`config.mk`:
```
export PLATFORM = sky130hd
export DESIGN_NAME = ds3_alarm_mon
export DESIGN_NICKNAME = d
export VERILOG_FILES = /design/src/rtl/ds3_alm_pkg.sv /design/src/rtl/ds3_idle_integ.sv /design/src/rtl/ds3_ferf_det.sv /design/src/rtl/ds3_alm_irq.sv /design/src/rtl/ds3_alarm_mon.sv
export SDC_FILE = /design/constraint.sdc
export NUM_CORES = 1
export LEC_CHECK = 0
export BUFFER_PORTS_ARGS = -buffer_cell sky130_fd_sc_hd__buf_2
export CORE_ASPECT_RATIO = 0.8
export CORE_MARGIN = 3
export CORE_UTILIZATION = 40
export CTS_BUF_LIST = sky130_fd_sc_hd__clkbuf_4 sky130_fd_sc_hd__clkbuf_8
export CTS_CLUSTER_DIAMETER = 80
export DETAILED_ROUTE_END_ITERATION = 12
export PLACE_DENSITY = 0.71
export SETUP_SLACK_MARGIN = 0.2
export SLEW_MARGIN = 0
export SYNTH_ARGS = -nofsm -noshare
export SYNTH_HDL_FRONTEND = slang
export SYNTH_SLANG_ARGS = --single-unit
export TNS_END_PERCENT = 50
```
`constraint.sdc`:
```
create_clock -name clk -period 2.7 [get_ports clk]
set_input_delay 0.135 -clock clk [delete_from_list [all_inputs] [get_ports clk]]
set_output_delay 0.135 -clock clk [all_outputs]
set_load 0.05 [all_outputs]
```
`src/rtl/ds3_alm_pkg.sv`:
```
package ds3_alm_pkg;
    localparam int C_W     = 3;
    localparam int X_W     = 2;
    localparam int IRQ_N   = 2;
    localparam int IRQ_IDLE = 0;
    localparam int IRQ_FERF = 1;
endpackage

```
`src/rtl/ds3_idle_integ.sv`:
```
module ds3_idle_integ
    import ds3_alm_pkg::*;
#(
    parameter int CNT_MAX = 63
) (
    input  logic           clk,
    input  logic           rst_n,
    input  logic           frame_done,
    input  logic           m_ok,
    input  logic           f_ok,
    input  logic           p_ok,
    input  logic [C_W-1:0] cbits,
    input  logic [X_W-1:0] xbits,
    input  logic           pat_ok,
    output logic           idle,
    output logic           idle_chg
);
    localparam int CNT_W = $clog2(CNT_MAX + 1);
    localparam logic [CNT_W-1:0] TOP = CNT_W'(CNT_MAX);

    typedef struct packed {
        logic [CNT_W-1:0] cnt;
        logic             idle;
    } integ_t;

    integ_t st_d, st_q;
    logic   idle_frame;

    always_comb begin
        idle_frame = m_ok && f_ok && p_ok && (cbits == '0) && (&xbits) && pat_ok;
        st_d = st_q;
        if (frame_done) begin
            if (idle_frame) begin
                if (st_q.cnt != TOP) st_d.cnt = st_q.cnt + 1'b1;
            end else begin
                if (st_q.cnt != '0) st_d.cnt = st_q.cnt - 1'b1;
            end
            if (st_d.cnt == TOP)     st_d.idle = 1'b1;
            else if (st_d.cnt == '0) st_d.idle = 1'b0;
        end
        idle_chg = st_d.idle ^ st_q.idle;
    end

    always_ff @(posedge clk or negedge rst_n) begin
        if (!rst_n) st_q <= '0;
        else        st_q <= st_d;
    end

    assign idle = st_q.idle;

    // idle frame below the top raises the count by one
    a_r3_count_up: assert property (@(posedge clk) disable iff (!rst_n)
        (frame_done && idle_frame && st_q.cnt != TOP) |=> st_q.cnt == $past(st_q.cnt) + 1'b1);
    // saturation
    a_r3_no_overflow: assert property (@(posedge clk) disable iff (!rst_n)
        (frame_done && idle_frame && st_q.cnt == TOP) |=> st_q.cnt == TOP);
    // floor at zero
    a_r4_no_underflow: assert property (@(posedge clk) disable iff (!rst_n)
        (frame_done && !idle_frame && st_q.cnt == '0) |=> st_q.cnt == '0);
    // alarm agrees with the counter ends
    a_r5_top_declares: assert property (@(posedge clk) disable iff (!rst_n)
        (st_q.cnt == TOP) |-> st_q.idle);
    a_r5_zero_clears: assert property (@(posedge clk) disable iff (!rst_n)
        (st_q.cnt == '0) |-> !st_q.idle);
    // hold between strobes
    a_r6_hold: assert property (@(posedge clk) disable iff (!rst_n)
        !frame_done |=> $stable(st_q));
endmodule

```
`src/rtl/ds3_ferf_det.sv`:
```
module ds3_ferf_det
    import ds3_alm_pkg::*;
(
    input  logic           clk,
    input  logic           rst_n,
    input  logic           frame_done,
    input  logic [X_W-1:0] xbits,
    output logic           ferf,
    output logic           ferf_chg
);
    logic ferf_d, ferf_q;

    always_comb begin
        ferf_d = ferf_q;
        if (frame_done) ferf_d = (xbits == '0);
        ferf_chg = ferf_d ^ ferf_q;
    end

    always_ff @(posedge clk or negedge rst_n) begin
        if (!rst_n) ferf_q <= 1'b0;
        else        ferf_q <= ferf_d;
    end

    assign ferf = ferf_q;

    // all-zero X-bits declare, anything else clears
    a_r7_set: assert property (@(posedge clk) disable iff (!rst_n)
        (frame_done && xbits == '0) |=> ferf_q);
    a_r7_clear: assert property (@(posedge clk) disable iff (!rst_n)
        (frame_done && xbits != '0) |=> !ferf_q);
endmodule

```
`src/rtl/ds3_alm_irq.sv`:
```
module ds3_alm_irq
    import ds3_alm_pkg::*;
(
    input  logic             clk,
    input  logic             rst_n,
    input  logic [IRQ_N-1:0] chg,
    input  logic [IRQ_N-1:0] clr,
    input  logic [IRQ_N-1:0] en,
    output logic [IRQ_N-1:0] sts,
    output logic             irq
);
    logic [IRQ_N-1:0] sts_d, sts_q;

    always_comb begin
        for (int i = 0; i < IRQ_N; i++)
            sts_d[i] = chg[i] | (sts_q[i] & ~clr[i]);
    end

    always_ff @(posedge clk or negedge rst_n) begin
        if (!rst_n) sts_q <= '0;
        else        sts_q <= sts_d;
    end

    assign sts = sts_q;
    assign irq = |(sts_q & en);

    generate
        for (genvar g = 0; g < IRQ_N; g++) begin : g_chk
            // a change always leaves its flag set
            a_r8_set_wins: assert property (@(posedge clk) disable iff (!rst_n)
                chg[g] |=> sts_q[g]);
            // flag is sticky without a clear
            a_r8_sticky: assert property (@(posedge clk) disable iff (!rst_n)
                (sts_q[g] && !clr[g]) |=> sts_q[g]);
        end
    endgenerate
endmodule

```
`src/rtl/ds3_alarm_mon.sv`:
```
module ds3_alarm_mon
    import ds3_alm_pkg::*;
#(
    parameter int CNT_MAX = 63
) (
    input  logic        clk,
    input  logic        rst_n,
    input  logic        frame_done,
    input  logic        m_ok,
    input  logic        f_ok,
    input  logic        p_ok,
    input  logic [2:0]  cbits,
    input  logic [1:0]  xbits,
    input  logic        pat_ok,
    input  logic [1:0]  int_en,
    input  logic [1:0]  int_clr,
    output logic        idle_alarm,
    output logic        ferf_alarm,
    output logic [1:0]  int_status,
    output logic        irq
);
    logic             idle_chg, ferf_chg;
    logic [IRQ_N-1:0] chg;

    ds3_idle_integ #(.CNT_MAX(CNT_MAX)) u_integ (
        .clk(clk), .rst_n(rst_n), .frame_done(frame_done),
        .m_ok(m_ok), .f_ok(f_ok), .p_ok(p_ok),
        .cbits(cbits), .xbits(xbits), .pat_ok(pat_ok),
        .idle(idle_alarm), .idle_chg(idle_chg)
    );

    ds3_ferf_det u_ferf (
        .clk(clk), .rst_n(rst_n), .frame_done(frame_done),
        .xbits(xbits), .ferf(ferf_alarm), .ferf_chg(ferf_chg)
    );

    always_comb begin
        chg           = '0;
        chg[IRQ_IDLE] = idle_chg;
        chg[IRQ_FERF] = ferf_chg;
    end

    ds3_alm_irq u_irq (
        .clk(clk), .rst_n(rst_n), .chg(chg), .clr(int_clr),
        .en(int_en), .sts(int_status), .irq(irq)
    );

    // a set and enabled flag always requests
    a_r9_irq: assert property (@(posedge clk) disable iff (!rst_n)
        ((int_status & int_en) != '0) |-> irq);
    // nothing pending right after reset
    a_r1_reset_quiet: assert property (@(posedge clk)
        !rst_n |=> (int_status == '0) || $past(rst_n == 1'b0) == 1'b0 || !$rose(rst_n));
endmodule

```
Word-level counts from Yosys, hierarchy flattened
Cells that the tools add are included.
{ "word_totals": {"reg_bits": 10, "word_cells": 36, "out_inout_bits": 5, "in_bits": 16} }
{ "op_classes": {"n_reduce_logical": 11, "eq_ne": 2, "mux": 8, "n_addsub": 2, "n_bitwise": 9} }
{ "ops": {"columns": ["operator", "count"], "rows": [
  ["2-to-1 mux 6 bit", 4],
  ["adder 6 x 1 -> 6 bit (second input constant)", 1],
  ["equality test 6 bit (second input constant)", 1],
  ["zero test 6 bit", 1],
  ["!= test 6 bit (second input constant)", 1],
  ["nonzero test 6 bit", 1],
  ["subtractor 6 x 1 -> 6 bit (second input constant)", 1],
  ["logical AND 1 bit", 5],
  ["2-to-1 mux 1 bit", 4],
  ["zero test 3 bit", 1],
  ["bitwise AND 1 bit", 2],
  ["bitwise AND 2 bit", 1],
  ["zero test 2 bit", 1],
  ["inverter 1 bit", 2],
  ["bitwise OR 1 bit", 2],
  ["AND reduction 2 bit", 1],
  ["OR reduction 2 bit", 1],
  ["bitwise XOR 1 bit", 2]
]} }

Logic depth before layout (Yosys ltp)
{ "depth": {"word_depth": 13, "ltp_mapped": 8, "depth_no_buf": 8} }

Modules after synthesis
Synthesis repeated with hierarchy kept, for this count alone.
{ "hier_totals": {"cells_unflattened": 103, "hier_area_um2": 952.2} }
{ "by_module_without_submodules": {"columns": ["module", "instances", "cells_per_inst", "seq_area_each_um2", "area_per_inst_um2"], "rows": [
  ["ds3_idle_integ", 1, 90, 175.2, 812.0],
  ["ds3_alm_irq", 1, 7, 50.0, 81.3],
  ["ds3_ferf_det", 1, 6, 25.0, 58.8]
]} }

Least setup slack after synthesis
OpenSTA, ideal clock, no wires.
{ "synth_path": {"kind": "register to register", "startpoint": "register u_integ.st_q[4] (netlist bit)", "endpoint": "register u_irq.sts_q[0] (netlist: u_irq.sts[0])", "arrival_time_ns": 2.202, "required_ns": 2.620, "slack_ns": 0.418, "path_stages_with_launch": 7, "n_path_buf": 0, "cell_sequence": "dfrtp_1 -> or4_4 -> or3_1 -> mux4_2 -> nor3b_2 -> nand4_1 -> o211ai_2"} }
{ "synth_via": {"elab_chain_cells": 10, "word_cells_on_any_way": 15} }
{ "synth_lines": {"columns": ["item", "line_no", "source"], "rows": [
  ["start: declaration", "ds3_idle_integ.sv:26", "integ_t st_d, st_q;"],
  ["start signal: assignment", "ds3_idle_integ.sv:46", "else st_q <= st_d;"],
  ["subtractor 6 x 1 -> 6 bit, or another cell as far along", "ds3_idle_integ.sv:36", "if (st_q.cnt != '0) st_d.cnt = st_q.cnt - 1'b1;"],
  ["2-to-1 mux 6 bit, on equally long branches", "ds3_idle_integ.sv:36, ds3_idle_integ.sv:34", null],
  ["2-to-1 mux 6 bit *", "ds3_idle_integ.sv:33", "if (idle_frame) begin"],
  ["2-to-1 mux 6 bit *", "ds3_idle_integ.sv:32", "if (frame_done) begin"],
  ["zero test 6 bit", "ds3_idle_integ.sv:39", "else if (st_d.cnt == '0) st_d.idle = 1'b0;"],
  ["2-to-1 mux 1 bit", "ds3_idle_integ.sv:39", null],
  ["2-to-1 mux 1 bit *", "ds3_idle_integ.sv:38", "if (st_d.cnt == TOP) st_d.idle = 1'b1;"],
  ["2-to-1 mux 1 bit *", "ds3_idle_integ.sv:32", null],
  ["bitwise XOR 1 bit *", "ds3_idle_integ.sv:41", "idle_chg = st_d.idle ^ st_q.idle;"],
  ["bitwise OR 1 bit *", "ds3_alm_irq.sv:16", "sts_d[i] = chg[i] | (sts_q[i] & ~clr[i]);"],
  ["via u_irq.sts_d[0]", "ds3_alm_irq.sv:12", "logic [IRQ_N-1:0] sts_d, sts_q;"],
  ["end signal: assignment", "ds3_alm_irq.sv:21", "else sts_q <= sts_d;"],
  ["end: declaration", "ds3_alm_irq.sv:12", null]
]} }
Mark *: on every way through the listed nets, which the timed path passes. The rest lies on a longest branch. The select of a mux whose other input is x is not followed.
A chain may end at the register's enable or synchronous reset.

Worst setup path in the final report
{ "layout_path": {"startpoint": "register u_integ.st_q[1] (netlist bit)", "endpoint": "register u_irq.sts_q[0] (netlist: u_irq.sts[0])"} }
Same word-level chain as after synthesis.

==> impl_summary.txt <==
----------------------------------------------------
[CTS]
  Clock-pin transition on the worst setup and hold timing paths ... 0.07 ns
  Source-to-sink clock delay at the later pin of the worst-skew pair ... 0.27 ns
  Inserted Clock Buffers ... 3
  Number of buffers on the longest clock path ... 2
  Sinks on Clock Net ... 10
  Root buffer selected by CTS ... sky130_fd_sc_hd__clkbuf_4
  TritonCTS clock tree ... yes
  Maximum level of the CTS H-tree ... 1
  Number of buffers inserted to repair setup after CTS ... 0

[Finish]
  Area of combinational cells with multiple inputs ... 603 sq um
  Storage element area ... 253 sq um
  Synthesis-to-layout area growth ... 20.8%
  Fraction of the core area covered by cells at the end of the flow ... 53.8%
  Layout cells sized above 1 ... 32.0%
  Net count reported at finish ... 148
  Non-filler instance count after layout ... 152
  Fill cell instance count of the final layout ... 194
  Inserted Diodes ... 0

[Route]
  Final routed DRC violation total ... 0
  Routed met3 length ... 192 um
  Top routing layer used ... met4
  Iteration-0 DRC Markers ... 34
  Met1 routed wirelength after detailed routing ... 1.02 mm
  WL met2 ... 998 um
  Count of nets left with antenna violations after detail routing ... 0
  Drt pass-1 iters ... 4
  Per-cell via count in the routed design ... 5.90
  Total Wirelength ... 2.26 mm
  WL/cell ... 14.8 um
  Number of vias in the routed layout ... 897

[Floorplan]
  Die boundary height ... 48.2 um
  Core ar. ... 2000 sq um
  # rows ... 14
  Width of the chip ... 58.7 um
  Floorplan die area ... 2830 sq um
  I/O pin count ... 21
  Starting Density ... 44.5%

[Min path]
  Min-delay worst type ... in2reg
  Hold Path Origin ... int_clr[1]
  Terminating pin of the worst hold path ... u_irq.sts[1]
  Worst Hold Path Cells ... 2

[Synthesis]
  Average instance area after synthesis ... 8.46 sq um
  Synthesis-stage register bit count ... 10
  Post-synthesis net count ... 124
  Flip-flop cell with the highest count after synthesis ... sky130_fd_sc_hd__dfrtp_1
  Cell area after synthesis ... 888 sq um
  Share of synthesized flip-flops with an asynchronous set or reset ... 100%
  Portion of the post-synthesis area used by sequential elements ... 28.2%
  Post-synthesis instance total ... 105
  Number of synthesized flops with an enable pin ... 0
  Number of different library cells in the post-synthesis netlist ... 43
  Warnings, synthesis ... 0

[Timing]
  # setup viols final ... 0
  Clock tree skew after final layout ... 0.00386 ns
  Worst-case setup margin in the final layout ... 0.285 ns
  Relative slew slack ... 64.8%
  Fraction of the cycle the final worst path needs ... 89.4%
  Worst Tran Pin Value ... 0.523 ns
  RSZ-0062 raised after global routing ... false
  Post-layout min period ... 2.41 ns
  Max-slew violation total from the final report ... 0
  Worst hold slack after final layout ... 0.0299 ns
  Number of hold-slack violations in the final timing report ... 0
  Setup Total Neg Slack ... 0 ns
  Maximum operating frequency ... 414 MHz

[Setup path]
  CP max FO ... 10
  CP Cell Sequence ... inv_2, ha_2, or3b_1, or3_1, a21oi_2, o21ai_1, or4_1, o211ai_2
  Sum of buffers and inverters on the critical path ... 1
  CP Class ... reg2reg
  Crit-path max cell delay ... 0.52 ns
  Origin of the critical flop-to-flop path ... u_integ.st_q[1]
  Worst reg2reg path endpoint ... u_irq.sts[0]
  Required time worst endpoint ... 2.90 ns
  Worst setup SP type ... flip-flop
  Instance count on the critical path ... 8
  Setup slack, reg-to-reg ... 0.29 ns
  Critical path's slowest cell ... sky130_fd_sc_hd__or4_1
  Kind of cell adding the most delay to the critical path ... simple AND/OR/NAND/NOR gates
  Critical Path End Type ... flip-flop
  WP data arrival ... 2.61 ns
  Count of cells along the worst register-to-register path ... 8

[Run status]
  Outcome ... completed

[Place]
  # placed instances ... 147
  Gp weighted congestion ... 0.972
  Final HPWL DP ... 1.78 mm
  Worst slack after detailed placement ... 0.225 ns
  Buffers on Ports ... 20

[Power]
  Largest voltage drop on the vdd net ... 485 uV
  Leakage power of the design ... 0.000454 uW
  Pwr Density ... 922 nW/um^2

[Global route]
  Number of global-route vias before repair ... 750
  Initial antenna violation count ... 0
  Maximum number of pins on one net before global-route repair ... 14
  First-pass GRT wire length ... 3.55 mm
  All-Layer GR Usage ... 17.0%
  GR Overflow Total ... 0

[Job]
  Max-capacitance violation count ... 0

----------------------------------------------------
## sequential cells by signal (all words and copies together) (netlist names)
name / cells
u_ferf.ferf: 1
u_integ.idle: 1
u_integ.st_q: 6
u_irq.sts: 2
## cells in the mapped netlist (2+ instances only)
cell type                  instances  share of area (%)
sky130_fd_sc_hd__nand2b_1          3                2.1
sky130_fd_sc_hd__nand2_1           7                3.0
sky130_fd_sc_hd__nor4_1            2                1.4
sky130_fd_sc_hd__nor3b_1           2                1.7
sky130_fd_sc_hd__ha_1              3                4.2
sky130_fd_sc_hd__clkbuf_1          3                1.3
sky130_fd_sc_hd__or3_1             4                2.8
sky130_fd_sc_hd__nor2b_1           2                1.4
sky130_fd_sc_hd__a31oi_1           2                1.4
sky130_fd_sc_hd__o211ai_1          2                1.7
sky130_fd_sc_hd__inv_1             7                3.0
sky130_fd_sc_hd__mux2i_1           4                4.5
sky130_fd_sc_hd__nand3_1           3                1.7
sky130_fd_sc_hd__o21ai_0           5                2.8
sky130_fd_sc_hd__mux2_2            2                2.5
sky130_fd_sc_hd__a21oi_1           6                3.4
sky130_fd_sc_hd__nor3_1            2                1.1
sky130_fd_sc_hd__dfrtp_1          10                 28
sky130_fd_sc_hd__o21ai_1           5                2.8
sky130_fd_sc_hd__nor2_1            8                3.4
## worst max path at each step
stage / from / end
after floorplan: u_integ.st_q[4] / u_irq.sts[0]
final: u_integ.st_q[1] / u_irq.sts[0]
after global routing: u_integ.st_q[1] / u_irq.sts[0]
after global placement: u_integ.st_q[2] / u_irq.sts[0]
after detailed placement: u_integ.st_q[1] / u_irq.sts[0]
after CTS: u_integ.st_q[2] / u_irq.sts[0]
## area by class of cell
| cell class | instances | area share (%) |
|---|---|---|
| clock buffers | 4 | 3.38 |
| inverters | 7 | 2.45 |
| multi-input cells | 84 | 56.2 |
| flip-flops and latches | 10 | 23.5 |
| well taps | 24 | 2.80 |
| repair buffers | 23 | 11.7 |
## worst reg2reg max path: stages, from the launching register on
cell                       delay, ns
sky130_fd_sc_hd__dfrtp_2        0.47
sky130_fd_sc_hd__inv_2          0.10
sky130_fd_sc_hd__ha_2           0.21
sky130_fd_sc_hd__or3b_1         0.36
sky130_fd_sc_hd__or3_1          0.33
sky130_fd_sc_hd__a21oi_2        0.18
sky130_fd_sc_hd__o21ai_1        0.09
sky130_fd_sc_hd__or4_1          0.52
sky130_fd_sc_hd__o211ai_2       0.09
## metal layers
metal / vias to the layer above / global-route usage (%)
met1: 410 / 23.9
met2: 37 / 25.4
met4: 0 / 8.14
met5: - / 0
met3: 9 / 3.44
li1: 441 / -
## stage by stage
step	total power [uW]	instance area, sq um
3_5_place_dp	837	1020
5_1_grt	1070	1070
6_report	990	1070
3_3_place_gp	830	1020
4_1_cts	985	1070
2_1_floorplan	688	888
## cell families after synthesis
logic type | after synthesis | synth area share [%]
AND/OR/NAND/NOR | 43 | 28.0
AO/OA/AOI/OAI | 30 | 24.4
buffers and inverters | 11 | 4.65
flip-flops | 10 | 28.2
multiplexers | 7 | 9.58
adder cells (fa/ha/maj) | 3 | 4.23
XOR/XNOR | 1 | 0.986
## timing repair
| item | 4_1_cts | 5_1_grt |
|---|---|---|
| pin swaps | 0 | 0 |
| gates resized for setup | 2 | 4 |
| hold buffers | 1 | 0 |
| hold endpoints to repair | 10 | 0 |
| setup endpoints to repair | 1 | 2 |
## power breakdown
part | total, uW | leakage (uW) | switching (uW) | internal, uW
combinational | 565 | 0.000315 | 333 | 232
clock | 138 | 0.0000210 | 56.1 | 82.0
sequential | 288 | 0.000118 | 82.5 | 205
## cells in the final DEF, fill, tap and decap left out, types with 3 or more instances in the layout
cell,synthesis,final
sky130_fd_sc_hd__nand2b_1,3,3
sky130_fd_sc_hd__o21ai_1,5,5
sky130_fd_sc_hd__nor2_1,8,8
sky130_fd_sc_hd__inv_1,7,5
sky130_fd_sc_hd__dfrtp_1,10,8
sky130_fd_sc_hd__mux2i_1,4,4
sky130_fd_sc_hd__o21ai_0,5,5
sky130_fd_sc_hd__buf_2,0,20
sky130_fd_sc_hd__nand3_1,3,3
sky130_fd_sc_hd__nand2_1,7,7
sky130_fd_sc_hd__clkbuf_4,0,3
sky130_fd_sc_hd__or3_1,4,4
sky130_fd_sc_hd__a21oi_1,6,5
Power figures use the tool's default switching activity.
